## src/rtl/wdt_pkg.sv

```systemverilog
package wdt_pkg;

    localparam int              WDT_CNT_W       = 12;
    localparam logic [7:0]      WDT_RESTART_KEY = 8'hA5;

    typedef enum logic [1:0] {
        WDT_REG_CTRL = 2'd0,
        WDT_REG_MODE = 2'd1,
        WDT_REG_STAT = 2'd2,
        WDT_REG_NONE = 2'd3
    } wdt_reg_e;

    typedef enum logic [1:0] {
        PEND_IDLE = 2'd0,
        PEND_KICK = 2'd1,
        PEND_MODE = 2'd2
    } wdt_pend_e;

    // Decoded mode register; field order is independent of the bus word.
    typedef struct packed {
        logic                 idle_stop;
        logic                 dbg_stop;
        logic [WDT_CNT_W-1:0] window;
        logic                 off;
        logic                 rst_en;
        logic                 irq_en;
        logic [WDT_CNT_W-1:0] reload;
    } wdt_mode_t;

    typedef struct packed {
        logic win_err;
        logic uflow;
    } wdt_stat_t;

    localparam wdt_mode_t WDT_MODE_RST = '{
        idle_stop: 1'b0,
        dbg_stop:  1'b0,
        window:    12'hFFF,
        off:       1'b0,
        rst_en:    1'b0,
        irq_en:    1'b0,
        reload:    12'hFFF
    };

    // Bus word layout: reload 11:0, irq_en 12, rst_en 13, off 15,
    // window 27:16, dbg_stop 28, idle_stop 29.
    function automatic logic [31:0] mode_to_word(wdt_mode_t m);
        return {2'b00, m.idle_stop, m.dbg_stop, m.window, m.off, 1'b0,
                m.rst_en, m.irq_en, m.reload};
    endfunction

    function automatic logic [31:0] stat_to_word(wdt_stat_t s);
        return {30'd0, s.win_err, s.uflow};
    endfunction

endpackage

```

## src/rtl/wdt_wsync.sv

```systemverilog
module wdt_wsync
    import wdt_pkg::*;
#(
    parameter int SYNC_TICKS = 3
) (
    input  logic      clk,
    input  logic      rst,
    input  logic      slow_tick,
    input  logic      req_kick,
    input  logic      req_mode,
    input  wdt_mode_t req_word,
    output logic      busy_o,
    output logic      apply_kick_o,
    output logic      apply_mode_o,
    output wdt_mode_t held_o
);
    localparam int              CW   = $clog2(SYNC_TICKS + 1);
    localparam logic [CW-1:0]   LAST = CW'(SYNC_TICKS - 1);

    wdt_pend_e          pend_q;
    logic [CW-1:0]      cnt_q;
    wdt_mode_t          held_q;
    logic               fire;

    assign fire = (pend_q != PEND_IDLE) && slow_tick && (cnt_q == LAST);

    always_ff @(posedge clk) begin
        if (rst) begin
            pend_q <= PEND_IDLE;
            cnt_q  <= '0;
            held_q <= WDT_MODE_RST;
        end else if (pend_q == PEND_IDLE) begin
            cnt_q <= '0;
            if (req_kick) begin
                pend_q <= PEND_KICK;
            end else if (req_mode) begin
                pend_q <= PEND_MODE;
                held_q <= req_word;
            end
        end else if (slow_tick) begin
            if (cnt_q == LAST) begin
                pend_q <= PEND_IDLE;
                cnt_q  <= '0;
            end else begin
                cnt_q <= cnt_q + 1'b1;
            end
        end
    end

    assign busy_o       = (pend_q != PEND_IDLE);
    assign apply_kick_o = fire && (pend_q == PEND_KICK);
    assign apply_mode_o = fire && (pend_q == PEND_MODE);
    assign held_o       = held_q;

    AST_BUSY_ENDS_ON_TICK: assert property (@(posedge clk) disable iff (rst) $fell(busy_o) |-> $past(slow_tick));

endmodule

```

## src/rtl/wdt_presc.sv

```systemverilog
module wdt_presc #(
    parameter int PRESCALE = 128
) (
    input  logic clk,
    input  logic rst,
    input  logic slow_tick,
    input  logic run_i,
    input  logic clear_i,
    output logic dec_o
);
    localparam int            PW   = (PRESCALE > 2) ? $clog2(PRESCALE) : 1;
    localparam logic [PW-1:0] LAST = PW'(PRESCALE - 1);

    logic [PW-1:0] div_q;

    always_ff @(posedge clk) begin
        if (rst || clear_i) begin
            div_q <= '0;
        end else if (run_i && slow_tick) begin
            div_q <= (div_q == LAST) ? '0 : div_q + 1'b1;
        end
    end

    assign dec_o = run_i && slow_tick && (div_q == LAST);

endmodule

```

## src/rtl/wdt_core.sv

```systemverilog
module wdt_core
    import wdt_pkg::*;
(
    input  logic      clk,
    input  logic      rst,
    input  logic      apply_kick,
    input  logic      apply_mode,
    input  wdt_mode_t new_mode,
    input  logic      dec_tick,
    input  logic      run_i,
    input  logic      stat_clr,
    output wdt_mode_t mode_o,
    output wdt_stat_t stat_o,
    output logic      rst_req_o,
    output logic      restart_o
);
    wdt_mode_t              mode_q;
    wdt_mode_t              mode_nx;
    wdt_stat_t              stat_q;
    logic [WDT_CNT_W-1:0]   count_q;
    logic                   rst_req_q;
    logic                   kick_live;
    logic                   kick_early;
    logic                   wrap;

    // A disabling write keeps the old reload and window.
    always_comb begin
        mode_nx = new_mode;
        if (new_mode.off) begin
            mode_nx.reload = mode_q.reload;
            mode_nx.window = mode_q.window;
        end
    end

    assign kick_live  = apply_kick && !mode_q.off;
    assign kick_early = kick_live && (count_q > mode_q.window);
    assign wrap       = dec_tick && (count_q == '0) && !apply_mode && !kick_live;

    always_ff @(posedge clk) begin
        if (rst) begin
            mode_q    <= WDT_MODE_RST;
            count_q   <= {WDT_CNT_W{1'b1}};
            stat_q    <= '0;
            rst_req_q <= 1'b0;
        end else begin
            rst_req_q <= 1'b0;
            if (apply_mode) begin
                mode_q <= mode_nx;
                if (!new_mode.off) begin
                    count_q <= new_mode.reload;
                end
            end else if (kick_live) begin
                count_q <= mode_q.reload;
                if (kick_early && mode_q.rst_en) begin
                    rst_req_q <= 1'b1;
                end
            end else if (dec_tick) begin
                if (count_q == '0) begin
                    count_q   <= mode_q.reload;
                    rst_req_q <= mode_q.rst_en;
                end else begin
                    count_q <= count_q - 1'b1;
                end
            end
            stat_q.uflow   <= wrap | (stat_q.uflow & ~stat_clr);
            stat_q.win_err <= kick_early | (stat_q.win_err & ~stat_clr);
        end
    end

    assign mode_o    = mode_q;
    assign stat_o    = stat_q;
    assign rst_req_o = rst_req_q;
    assign restart_o = (apply_mode && !new_mode.off) || kick_live || wrap;

    AST_RST_SINGLE: assert property (@(posedge clk) disable iff (rst) rst_req_q |=> !rst_req_q);
    AST_RST_NEEDS_EN: assert property (@(posedge clk) disable iff (rst) rst_req_q |-> $past(mode_q.rst_en));
    AST_FROZEN_WHEN_STOPPED: assert property (@(posedge clk) disable iff (rst) (!run_i && !apply_mode && !apply_kick) |=> $stable(count_q));
    AST_UFLOW_FROM_TICK: assert property (@(posedge clk) disable iff (rst) $rose(stat_q.uflow) |-> $past(dec_tick));

endmodule

```

## src/rtl/wdt_timer.sv

```systemverilog
module wdt_timer
    import wdt_pkg::*;
#(
    parameter int PRESCALE   = 128,
    parameter int SYNC_TICKS = 3
) (
    input  logic        clk,
    input  logic        rst,
    input  logic        slow_tick,
    input  logic        dbg_halt,
    input  logic        idle_halt,
    input  logic        bus_we,
    input  logic        bus_re,
    input  logic [1:0]  bus_addr,
    input  logic [31:0] bus_wdata,
    output logic [31:0] bus_rdata,
    output logic        busy,
    output logic        irq,
    output logic        rst_req
);
    wdt_reg_e   sel;
    wdt_mode_t  word_mode;
    wdt_mode_t  held_mode;
    wdt_mode_t  mode_q;
    wdt_stat_t  stat_q;
    logic       req_kick;
    logic       req_mode;
    logic       apply_kick;
    logic       apply_mode;
    logic       dec_tick;
    logic       restart;
    logic       halted;
    logic       run;
    logic       stat_clr;
    logic [31:0] rdata_q;
    logic       unused_wbits;

    assign sel = wdt_reg_e'(bus_addr);

    always_comb begin
        word_mode.reload    = bus_wdata[11:0];
        word_mode.irq_en    = bus_wdata[12];
        word_mode.rst_en    = bus_wdata[13];
        word_mode.off       = bus_wdata[15];
        word_mode.window    = bus_wdata[27:16];
        word_mode.dbg_stop  = bus_wdata[28];
        word_mode.idle_stop = bus_wdata[29];
    end
    assign unused_wbits = ^{bus_wdata[31:30], bus_wdata[14]};

    assign req_kick = bus_we && (sel == WDT_REG_CTRL)
                      && (bus_wdata[31:24] == WDT_RESTART_KEY) && bus_wdata[0];
    assign req_mode = bus_we && (sel == WDT_REG_MODE);
    assign stat_clr = bus_re && (sel == WDT_REG_STAT);

    assign halted = (dbg_halt && mode_q.dbg_stop) || (idle_halt && mode_q.idle_stop);
    assign run    = !mode_q.off && !halted;

    wdt_wsync #(.SYNC_TICKS(SYNC_TICKS)) u_wsync (
        .clk          (clk),
        .rst          (rst),
        .slow_tick    (slow_tick),
        .req_kick     (req_kick),
        .req_mode     (req_mode),
        .req_word     (word_mode),
        .busy_o       (busy),
        .apply_kick_o (apply_kick),
        .apply_mode_o (apply_mode),
        .held_o       (held_mode)
    );

    wdt_presc #(.PRESCALE(PRESCALE)) u_presc (
        .clk       (clk),
        .rst       (rst),
        .slow_tick (slow_tick),
        .run_i     (run),
        .clear_i   (restart),
        .dec_o     (dec_tick)
    );

    wdt_core u_core (
        .clk        (clk),
        .rst        (rst),
        .apply_kick (apply_kick),
        .apply_mode (apply_mode),
        .new_mode   (held_mode),
        .dec_tick   (dec_tick),
        .run_i      (run),
        .stat_clr   (stat_clr),
        .mode_o     (mode_q),
        .stat_o     (stat_q),
        .rst_req_o  (rst_req),
        .restart_o  (restart)
    );

    always_ff @(posedge clk) begin
        if (rst) begin
            rdata_q <= '0;
        end else if (bus_re) begin
            case (sel)
                WDT_REG_MODE: rdata_q <= mode_to_word(mode_q);
                WDT_REG_STAT: rdata_q <= stat_to_word(stat_q);
                default:      rdata_q <= '0;
            endcase
        end
    end

    assign bus_rdata = rdata_q;
    assign irq       = mode_q.irq_en && (stat_q.uflow || stat_q.win_err);

    AST_UNKEYED_IGNORED: assert property (@(posedge clk) disable iff (rst) (bus_we && bus_addr == 2'd0 && !busy && !(bus_wdata[31:24] == 8'hA5 && bus_wdata[0])) |=> !busy);

endmodule

```

## config.mk

```make
export PLATFORM = sky130hd
export DESIGN_NAME = wdt_timer
export DESIGN_NICKNAME = d
export VERILOG_FILES = /design/src/rtl/wdt_pkg.sv /design/src/rtl/wdt_wsync.sv /design/src/rtl/wdt_presc.sv /design/src/rtl/wdt_core.sv /design/src/rtl/wdt_timer.sv
export SDC_FILE = /design/constraint.sdc
export NUM_CORES = 1
export LEC_CHECK = 0
export ABC_CLOCK_PERIOD_IN_PS = 2300
export BUFFER_PORTS_ARGS = -buffer_cell sky130_fd_sc_hd__buf_2
export CORE_MARGIN = 2
export CORE_UTILIZATION = 45
export CTS_BUF_LIST = sky130_fd_sc_hd__clkbuf_4
export DETAILED_ROUTE_END_ITERATION = 10
export PLACE_DENSITY_LB_ADDON = 0.08
export SLEW_MARGIN = 5
export SYNTH_ARGS = -nofsm -noshare
export SYNTH_HDL_FRONTEND = slang
export SYNTH_SLANG_ARGS = --single-unit
```

## constraint.sdc

```tcl
create_clock -name clk -period 2.3 [get_ports clk]
set_input_delay 0.23 -clock clk [delete_from_list [all_inputs] [get_ports clk]]
set_output_delay 0.23 -clock clk [all_outputs]
set_load 0.01 [all_outputs]
```

* Word-level counts from Yosys, hierarchy flattened *
Cells that the tools add are included.
Widths: inputs -> output; s select.

storage, ports and cells
  register bits = 116
  bits of input ports = 41
  output and inout bits = 35
  word-level logic and storage cells = 104

operators by class
  add/sub/neg operators = 3
  order comparisons = 1
  equality and inequality tests = 9
  mux-type cells = 17
  bitwise operators = 7
  reductions and logical operators = 45

operators by type and width
  operator               number
  $mux 12                5
  $pmux 30 s2            1
  $logic_and 1x1->1      22
  $gt 12x12->1           1
  $logic_not 12->1       1
  $mux 2                 6
  $sub 12x1->12 const B  1
  $eq 8x8->1 const B     1
  $add 7x1->7 const B    1
  $eq 7x7->1 const B     1
  $mux 7                 1
  $eq 2x2->1 const B     3
  $reduce_and 3->1       2
  $reduce_bool 2->1      3
  $logic_not 1->1        5
  $logic_or 1x1->1       5
  $eq 2x1->1 const B     2
  $logic_not 2->1        2
  $mux 1                 4
  $reduce_and 2->1       2
  $reduce_or 2->1        2
  $ne 3x3->1 const B     1
  $not 1->1              3
  $reduce_bool 3->1      1
  other kinds (4)        6

* Depth between registers and ports, before layout *
Gate-level depths: netlist of run 1.

  depth in word-level cells = 11
  mapped depth = 9
  gate-level depth less buffers = 7

* Modules after synthesis *
From an unflattened synthesis of run 1, not the netlist that was laid out.

second synthesis, totals
  cells, all modules = 617
  area, all modules = 5577.8 um^2

modules (own cells, without submodules)
  module     times used  cells an instance  area each (um^2)  seq. area each (um^2)
  wdt_core   1           285                2386.0            880.8
  wdt_timer  1           146                1467.7            580.6
  wdt_wsync  1           147                1396.3            660.6
  wdt_presc  1           39                 327.8             140.1

* Worst setup path after synthesis of run 1 *
Ideal clock, no wire load.

  kind = flip-flop to flip-flop
  start = register u_core.count_q[0]
  end = register u_core.count_q[6]
  setup time = 0.122 ns
  data arrival time = 2.057 ns
  data required time = 2.178 ns
  slack = 0.121 ns
  stages on the path, launching flop included = 10
  path buffers = 2
  clock period less this slack = 2.179 ns
  cells stage by stage = dfxtp_1 -> clkbuf_1 -> inv_1 -> ha_1 -> nor2b_1 -> and4_1 -> buf_4 -> a2111oi_0 -> o21ai_1 -> a221o_1

between the ends
  longest elaborated chain between the ends = 5
  elaborated cells between the ends (all ways) = 6
  those cells by class = 1 x add/sub; 4 x mux; 1 x reduce/logical

ends and longest elaborated chain
  item                                                      RTL line                        text
  from (decl)                                               wdt_core.sv:20                  logic [WDT_CNT_W-1:0] count_q;
  from (signal assigned)                                    wdt_core.sv:42                  count_q <= {WDT_CNT_W{1'b1}};
  from (signal assigned)                                    wdt_core.sv:50                  count_q <= new_mode.reload;
  from (signal assigned)                                    wdt_core.sv:53                  count_q <= mode_q.reload;
  $sub 12x1->12 / $logic_not 12->1 (equally long branches)  wdt_core.sv:62, wdt_core.sv:58
  $mux 12 *                                                 wdt_core.sv:58                  if (count_q == '0) begin
  $mux 12 *                                                 wdt_core.sv:57                  end else if (dec_tick) begin
  $mux 12 *                                                 wdt_core.sv:52                  end else if (kick_live) begin
  $mux 12 *                                                 wdt_core.sv:47                  if (apply_mode) begin

Mark *: on every way between the ends. The rest lies on a longest branch, timed or not. The select of a mux whose other input is x is not followed.
A chain may end at the register's enable or synchronous reset.

* Final worst setup path of run 1 *
  start = register u_wsync.pend_q[1]
  end = register u_wsync.held_q, in the netlist u_wsync.held_o[27]

between the ends
  longest elaborated chain between the ends = 2

ends and longest elaborated chain
  item                        RTL line         text
  from (decl)                 wdt_wsync.sv:20  wdt_pend_e pend_q;
  from (signal assigned)      wdt_wsync.sv:29  pend_q <= PEND_IDLE;
  from (signal assigned)      wdt_wsync.sv:35  pend_q <= PEND_KICK;
  from (signal assigned)      wdt_wsync.sv:37  pend_q <= PEND_MODE;
  $logic_not 2->1             wdt_wsync.sv:32  end else if (pend_q == PEND_IDLE) begin
  $reduce_and 3->1 (no line)  n/a
  to (signal assigned)        wdt_wsync.sv:38  held_q <= req_word;
  to (decl)                   wdt_wsync.sv:22  wdt_mode_t held_q;

No other way between the ends.

==> results of run 1 <==
-- metrics by stage --
step	utilization, %	hold WS [ns]	area [um^2]	power [mW]
final	56.0	0.121	6400	3.72
after global routing	56.0	0.101	6400	3.89
after CTS	56.0	0.0712	6400	3.76
after detailed placement	51.2	0.446	5850	2.33
after global placement	51.2	0.438	5850	2.32
after floorplan	-	0.354	5260	2.23
-- flip-flops by register name, indices dropped and copies added (netlist names) --
| name | cells |
|---|---|
| bus_rdata | 29 |
| u_wsync.cnt_q | 2 |
| u_core.stat_o | 2 |
| u_core.mode_o | 29 |
| u_wsync.pend_q | 2 |
| u_core.rst_req_o | 1 |
| u_presc.div_q | 7 |
| u_wsync.held_o | 29 |
| u_core.count_q | 12 |
-- power breakdown --
part           total [mW]  internal [mW]  switching, mW
Combinational       0.288          0.139          0.149
Sequential           2.03           2.00         0.0330
Clock                1.40          0.681          0.715
Total                3.72           2.82          0.897
-- area by class of cell --
cell class / instances / area share, %
Antenna cell: 1 / 0.0391
Clock inverter: 9 / 1.43
Timing Repair Buffer: 129 / 13.7
Sequential cell: 113 / 35.4
Clock buffer: 22 / 2.58
Multi-Input combinational cell: 461 / 42.9
Tap cell: 143 / 2.80
Inverter: 20 / 1.17
-- metal layers --
metal	GRT usage, %	routed length (um)	share of wire [%]	vias to the layer above
met3	6.37	808	5.4	30
met1	35.2	7520	50	2302
met4	8.94	302	2.0	0
met2	35.4	6330	42	136
met5	0	0	0	-
li1	-	-	-	2445
-- worst min-delay path by stage --
stage	start	end	slack (ns)	cells after the start
after detailed placement	bus_wdata[11]	u_wsync.held_o[11]	0.45	3
final	slow_tick	u_wsync.cnt_q[1]	0.12	5
after floorplan	bus_wdata[0]	u_wsync.held_o[0]	0.35	2
after global routing	slow_tick	u_wsync.cnt_q[0]	0.10	4
after CTS	slow_tick	u_wsync.cnt_q[1]	0.07	5
after global placement	bus_wdata[2]	u_wsync.held_o[2]	0.44	3
-- worst reg2reg max path, stage by stage, from the launching register on --
cell	delay, ns
dfxtp_1	0.36
nor2_1	0.28
nand3_1	0.15
nor2_2	0.84
nand2_1	0.16
a21oi_1	0.16
-- cells in the mapped netlist (all sizes together), types with 4 or more instances --
cell type | number | area [um^2]
nor3 | 10 | 50.1
nor2 | 34 | 135
a31oi | 7 | 43.8
xor2 | 4 | 35.0
nand2b | 29 | 181
nand3b | 37 | 278
ha | 18 | 225
and2 | 4 | 25.0
inv | 20 | 75.1
buf | 8 | 47.6
nor4 | 6 | 43.8
o211ai | 5 | 37.5
xnor2 | 7 | 61.3
clkbuf | 35 | 131
a21oi | 65 | 325
a211o | 14 | 123
dfxtp | 113 | 2260
o21ai | 7 | 35.0
nand3 | 39 | 195
nor2b | 4 | 25.0
nand4 | 8 | 56.3
a211oi | 8 | 60.1
nand2 | 108 | 405
-- kinds of logic after synthesis --
family | count (synthesis) | share of synthesized area, %
flip-flops | 113 | 43.1
buffers and inverters | 63 | 4.84
other | 1 | 0.0714
XOR/XNOR | 11 | 1.83
multiplexers | 3 | 0.572
AO/OA/AOI/OAI | 129 | 15.7
adder cells (fa/ha/maj) | 18 | 4.29
AND/OR/NAND/NOR | 297 | 29.6
==> flow_summary.ini, run 1 <==
[clock_tree]
cts_setup_buffers = 0
root_buffer = clkbuf_4
clkLatencyLatePin_ns = 0.53
cts_tree = yes
h-tree-depth = 4
hold_buffers = 29
clockBufferDepth = 2
numCtsBuffers = 17
cts_resized = 0
numClockSinks = 113
path_clk_slew_ns = 0.09

[critical_path]
worstPathRequired_ns = 2.76
max_stage_delay_ns = 0.84
cpLargestDelayFamily = simple AND/OR/NAND/NOR gates
rr_endpoint = u_wsync.held_o[27]
crit_type = reg2reg
cp_slowest_cell = nor2_2
worstPathArrival_ns = 2.47
r2r-start = u_wsync.pend_q[1]
cp.depth = 5
cp-start-kind = register
worstPathCellList = nor2_1, nand3_1, nor2_2, nand2_1, a21oi_1
cp_max_fo = 29
endpoint = u_wsync.held_o[27]
reg2regPathDepth = 5
endpoint_kind = register
reg2reg_slack_ns = 0.29
cp.buffers_inverters = 0
startpoint = u_wsync.pend_q[1]

[die]
die_y_um = 112
coreArea_um2 = 11400
die_w_um = 112
start_util_pct = 46.0
ioPinCount = 76
rows = 39
dieArea_um2 = 12500

[yosys]
synth_ff_type = dfxtp_1
syn_area_per_cell_um2 = 8.27
synthArstFlopShare_pct = 0
synthCells = 635
synth-seq-cells = 113
synth-edff-count = 0
ys_types = 58
syn_area_um2 = 5250
yosysWarnings = 0
ys_seq_area_share_pct = 43.1

[timing]
setup_viol = 0
clock.fmax_mhz = 496
setup_tns_ns = 0
worst_slack_ns = 0.285
worst-slew-pin-transition_ns = 1.09
period_needed_ns = 2.01
finalClockSkew_ns = 0.00992
maxSlewHeadroom_pct = 27.4
timing.final.crit_share_pct = 87.6
hold_viol = 0
rsz0062_at_grt = false
slew_viol_final = 0

[placed_design]
dp_cells = 837
io_buffer_count = 71
gp_congestion = 0.901
place_ws_ns = 0.256
dp_hpwl_mm = 10.5

[drt]
drc = 0
vias = 4913
dr.pass1.iters = 7
wirelength_mm = 15.0
final_antenna_net_count = 0
wire_per_inst_um = 16.7
viasPerCell = 5.47
dr.first_iter.drc_count = 311

[grt]
antenna_found_initial = 1
grt_pass1_vias = 4537
grt_overflow = 0
gr-usage-all-layers_pct = 24.4
grt_pass1_wl_mm = 23.8
grt_max_degree = 59

[layout]
stdcell_count = 898
layout_commonest_cell = dfxtp_1
areaGrowthSynthToFinish_pct = 21.8
drive_above_1_share_pct = 18.4
multi_input_area_um2 = 2750
n_fill_cell = 1087
fin_nets = 801
seqCellArea_um2 = 2260
layout_common_cells = 113 x dfxtp_1, 108 x nand2_1, 71 x buf_2

[pwr]
power.leakage_nw = 2.79
p_per_area_nw_per_um2 = 581
vdd_drop_max_v = 0.000368

[min_path]
hp-class = in2reg

[job]
cap_violations = 0

[run_status]
status = completed
No activity file was read; power rests on OpenSTA's default activity.
==> inputs of run 2 (changes only) <==
PLACE_DENSITY = 0.72   (was default)
PLACE_DENSITY_LB_ADDON = default   (was 0.08)
==> run 2 against run 1 <==
Via count is 1.2% lower. Cell area rose by 0.43%. Clock skew up 0.0099 ns. Sequential cell count did not move. Sequential power is essentially flat. Clock power hardly changed. Critical path type unchanged. Largest power group unchanged. Highest routed layer unchanged.
==> flow_summary.ini, run 2 (synthesis gave the netlist of run 1 again) <==
[drt]
drc = 0
dr.pass1.iters = 7
wirelength_mm = 14.3
dr.first_iter.drc_count = 420
viasPerCell = 5.39
final_antenna_net_count = 0
wire_per_inst_um = 15.9
vias = 4853

[grt]
grt_max_degree = 42
antenna_found_initial = 1
grt_use_met3_pct = 5.45
grt_overflow = 0
use_met2_pct = 35.6
gr-usage-all-layers_pct = 23.7
grt_pass1_vias = 4655
grt_pass1_wl_mm = 23.5
top_usage_layer = met2
grt_util_met1_pct = 33.3

[placed_design]
place_area_um2 = 5870
io_buffer_count = 71
gp_congestion = 0.918
dp_hpwl_mm = 10.4

[layout]
fin_nets = 804
layout_common_cells = 113 x dfxtp_1, 108 x nand2_1, 71 x buf_2
design_area_um2 = 6430
areaGrowthSynthToFinish_pct = 22.4
drive_above_1_share_pct = 19.0
layout_commonest_cell = dfxtp_1

[critical_path]
worstPathArrival_ns = 2.43
worstPathRequired_ns = 2.70
cp_max_fo = 2
reg2regPathDepth = 7
crit_type = reg2reg
endpoint_kind = register
cp-start-kind = register

[timing]
maxSlewHeadroom_pct = 31.4
worst-slew-pin-transition_ns = 1.03
hold_viol = 0
setup_viol = 0
clock.fmax_mhz = 495
rsz0062_at_grt = false
timing.final.crit_share_pct = 87.9
period_needed_ns = 2.02
finalClockSkew_ns = 0.0198
setup_tns_ns = 0
slew_viol_final = 0

[die]
ioPinCount = 76
coreArea_um2 = 11400
start_util_pct = 46.0
dieArea_um2 = 12500
rows = 39
die_y_um = 112
die_w_um = 112

[min_path]
hold_depth = 4
hp-class = in2reg

[clock_tree]
cts_setup_buffers = 0
path_clk_slew_ns = 0.10
numCtsBuffers = 17
clkLatencyLatePin_ns = 0.54
h-tree-depth = 4
cts_resized = 0
clockBufferDepth = 2
cts_tree = yes
numClockSinks = 113
hold_buffers = 29
root_buffer = clkbuf_4

[pwr]
total_power_mw = 3.72
p_per_area_nw_per_um2 = 579
power.leakage_nw = 2.80
vdd_drop_max_v = 0.000283

[run_status]
status = completed

[job]
cap_violations = 0
run 2: final cells by class:
| type | instances | area [um^2] |
|---|---|---|
| clock inverter | 8 | 88.8 |
| fill | 1051 | 4990 |
| tap | 143 | 179 |
| sequential | 113 | 2260 |
| inverter | 20 | 75.1 |
| clock buffer | 23 | 173 |
| antenna | 1 | 2.50 |
| timing repair buffer | 132 | 898 |
| multi-input combinational | 461 | 2750 |
run 2: power by group:
part           switching, mW  leakage (nW)  internal [mW]
Clock                  0.703         0.155          0.699
Combinational          0.150          1.73          0.137
Sequential            0.0308         0.919           2.00
run 2: final timing paths:
path / end / start / slack (ns)
hold / removal: u_wsync.cnt_q[0] / slow_tick / 0.10
hold reg to reg: bus_rdata[4] / bus_rdata[4] / 0.47
setup / recovery: u_core.stat_o[1] / u_core.mode_o[16] / 0.28
setup reg to reg: u_core.stat_o[1] / u_core.mode_o[16] / 0.28
run 2: worst max-delay path, cell delays in order, from the launching register on:
cell	delay (ns)
dfxtp_1	0.37
inv_1	0.07
ha_1	0.31
nor2b_1	0.14
o211ai_1	0.17
a211oi_1	0.10
o41ai_1	0.60
a21oi_1	0.15
run 2: metrics by stage:
stage          util (%)  hold slack (ns)  instances  setup slack, ns
6_report           56.3            0.105        901            0.279
3_5_place_dp       51.4            0.445        840            0.238
4_1_cts            56.3           0.0587        900            0.312
5_1_grt            56.3            0.115        901            0.114
3_3_place_gp       51.4            0.443        840            0.304
2_1_floorplan         -            0.354        637            0.121
run 2: routing by layer:
| layer | vias to the layer above | part of all wire [%] |
|---|---|---|
| li1 | 2435 | - |
| met1 | 2258 | 49 |
| met2 | 142 | 44 |
| met3 | 18 | 5.4 |
| met4 | 0 | 1.7 |
| met5 | - | 0 |
==> inputs of run 3 (changes only) <==
CORE_ASPECT_RATIO = 1.25   (was default)
==> run 3 against run 2 <==
Worst hold slack improved by 0.037 ns. Maximum frequency rose by 0.19%. Largest cell class unchanged. Highest routed layer is now met5. Critical endpoint is now u_core.count_q[7]. Combinational power barely moved. Sequential share of layout area rose by 0.27 points.
==> flow_summary.ini, run 3 (synthesis gave the netlist of run 1 again) <==
[timing]
hold_ws_ns = 0.142
setup_viol = 0
worst-slew-pin-transition_ns = 0.984
rsz0062_at_grt = false
finalClockSkew_ns = 0.00839
timing.final.crit_share_pct = 87.7
clock.fmax_mhz = 496
setup_tns_ns = 0
slew_viol_final = 0
hold_viol = 0
maxSlewHeadroom_pct = 34.3
worst_slack_ns = 0.283
period_needed_ns = 2.02

[critical_path]
worstPathCellList = nor4_2, and4_1, buf_4, nor2_4, mux2i_1, a221oi_1
r2r-start = u_core.count_q[3]
cp_max_fo = 10
max_stage_delay_ns = 0.52
reg2regPathDepth = 6
startpoint = u_core.count_q[3]
cp_slowest_cell = nor4_2
reg2reg_slack_ns = 0.28
endpoint_kind = register
worstPathRequired_ns = 2.71
rr_endpoint = u_core.count_q[7]
cp-start-kind = register
crit_type = reg2reg
endpoint = u_core.count_q[7]
worstPathArrival_ns = 2.43

[placed_design]
dp_hpwl_mm = 10.0
gp_congestion = 0.884
dp_cells = 829
place_area_um2 = 5830
io_buffer_count = 71
place_ws_ns = 0.314

[clock_tree]
root_buffer = clkbuf_4
numClockSinks = 113
cts_resized = 0
h-tree-depth = 4
clkLatencyLatePin_ns = 0.51
path_clk_slew_ns = 0.09
clockBufferDepth = 2
cts_tree = yes
numCtsBuffers = 17

[layout]
areaGrowthSynthToFinish_pct = 21.4
stdcell_count = 890
design_area_um2 = 6380
drive_above_1_share_pct = 17.8
n_fill_cell = 1093
layout_commonest_cell = dfxtp_1
layout_common_cells = 113 x dfxtp_1, 108 x nand2_1, 71 x buf_2
multi_input_area_um2 = 2750
fin_nets = 798
seqCellArea_um2 = 2260

[grt]
antenna_found_initial = 2
grt_overflow = 0
grt_max_degree = 67
grt_pass1_vias = 4623
grt_pass1_wl_mm = 22.2
gr-usage-all-layers_pct = 22.5

[drt]
dr.pass1.iters = 5
wirelength_mm = 13.7
vias = 4888
dr.first_iter.drc_count = 309
viasPerCell = 5.49
wire_per_inst_um = 15.4
drc = 0
final_antenna_net_count = 0

[die]
ioPinCount = 76
coreArea_um2 = 11500
start_util_pct = 45.6
die_w_um = 101
rows = 44
dieArea_um2 = 12600
die_y_um = 125

[pwr]
p_per_area_nw_per_um2 = 574
power.leakage_nw = 2.77
vdd_drop_max_v = 0.000206

[job]
cap_violations = 0

[min_path]
hp-class = in2reg

[run_status]
status = completed
[run 3: worst min-delay path by stage]
stage / startpoint / endpoint / slack (ns) / cells past startpoint
after floorplan: bus_wdata[0] / u_wsync.held_o[0] / 0.35 / 2
after global placement: bus_wdata[5] / u_wsync.held_o[5] / 0.44 / 3
after detailed placement: bus_wdata[10] / u_wsync.held_o[10] / 0.44 / 3
after CTS: slow_tick / u_wsync.cnt_q[1] / 0.11 / 5
after global routing: slow_tick / u_wsync.cnt_q[1] / 0.17 / 5
final: slow_tick / u_wsync.cnt_q[1] / 0.14 / 5
[run 3: where the power goes]
group / internal (mW) / switching (mW) / total [mW]
logic: 0.141 / 0.146 / 0.287
clock network: 0.664 / 0.677 / 1.34
registers: 2.00 / 0.0310 / 2.03
[run 3: critical path, delay by kind of cell (launching register included)]
kind                   cells  cell delay [ns]
DFF                        1             0.41
AOI/OAI and AO/OA          1             0.30
and+or+nand+nor            3             0.90
muxes                      1             0.15
buffers and inverters      1             0.15
[run 3: layer usage]
layer / up-vias / track usage (%) / share of wire [%]
met1: 2278 / 28.9 / 46
met4: 2 / 9.75 / 2.4
met3: 27 / 5.27 / 5.3
met2: 151 / 35.8 / 46
li1: 2430 / - / -
met5: - / 0 / 0.095
[run 3: final cells by class]
type / instances / share of cell area, %
sequential: 113 / 35.5
antenna: 1 / 0.0392
inverter: 20 / 1.18
clock inverter: 10 / 1.47
timing repair buffer: 126 / 13.6
tap: 138 / 2.71
clock buffer: 21 / 2.47
multi-input combinational: 461 / 43.1
[run 3: what timing repair did]
item,in CTS,in global routing
endpoints found under the hold margin,29,0
hold buffers,29,0
setup buffers,0,0
[run 3: per-stage QoR]
| step | util (%) | power [mW] |
|---|---|---|
| 6_report | 55.4 | 3.66 |
| 5_1_grt | 55.4 | 3.81 |
| 3_3_place_gp | 50.7 | 2.32 |
| 2_1_floorplan | - | 2.23 |
| 4_1_cts | 55.4 | 3.69 |
| 3_5_place_dp | 50.7 | 2.33 |
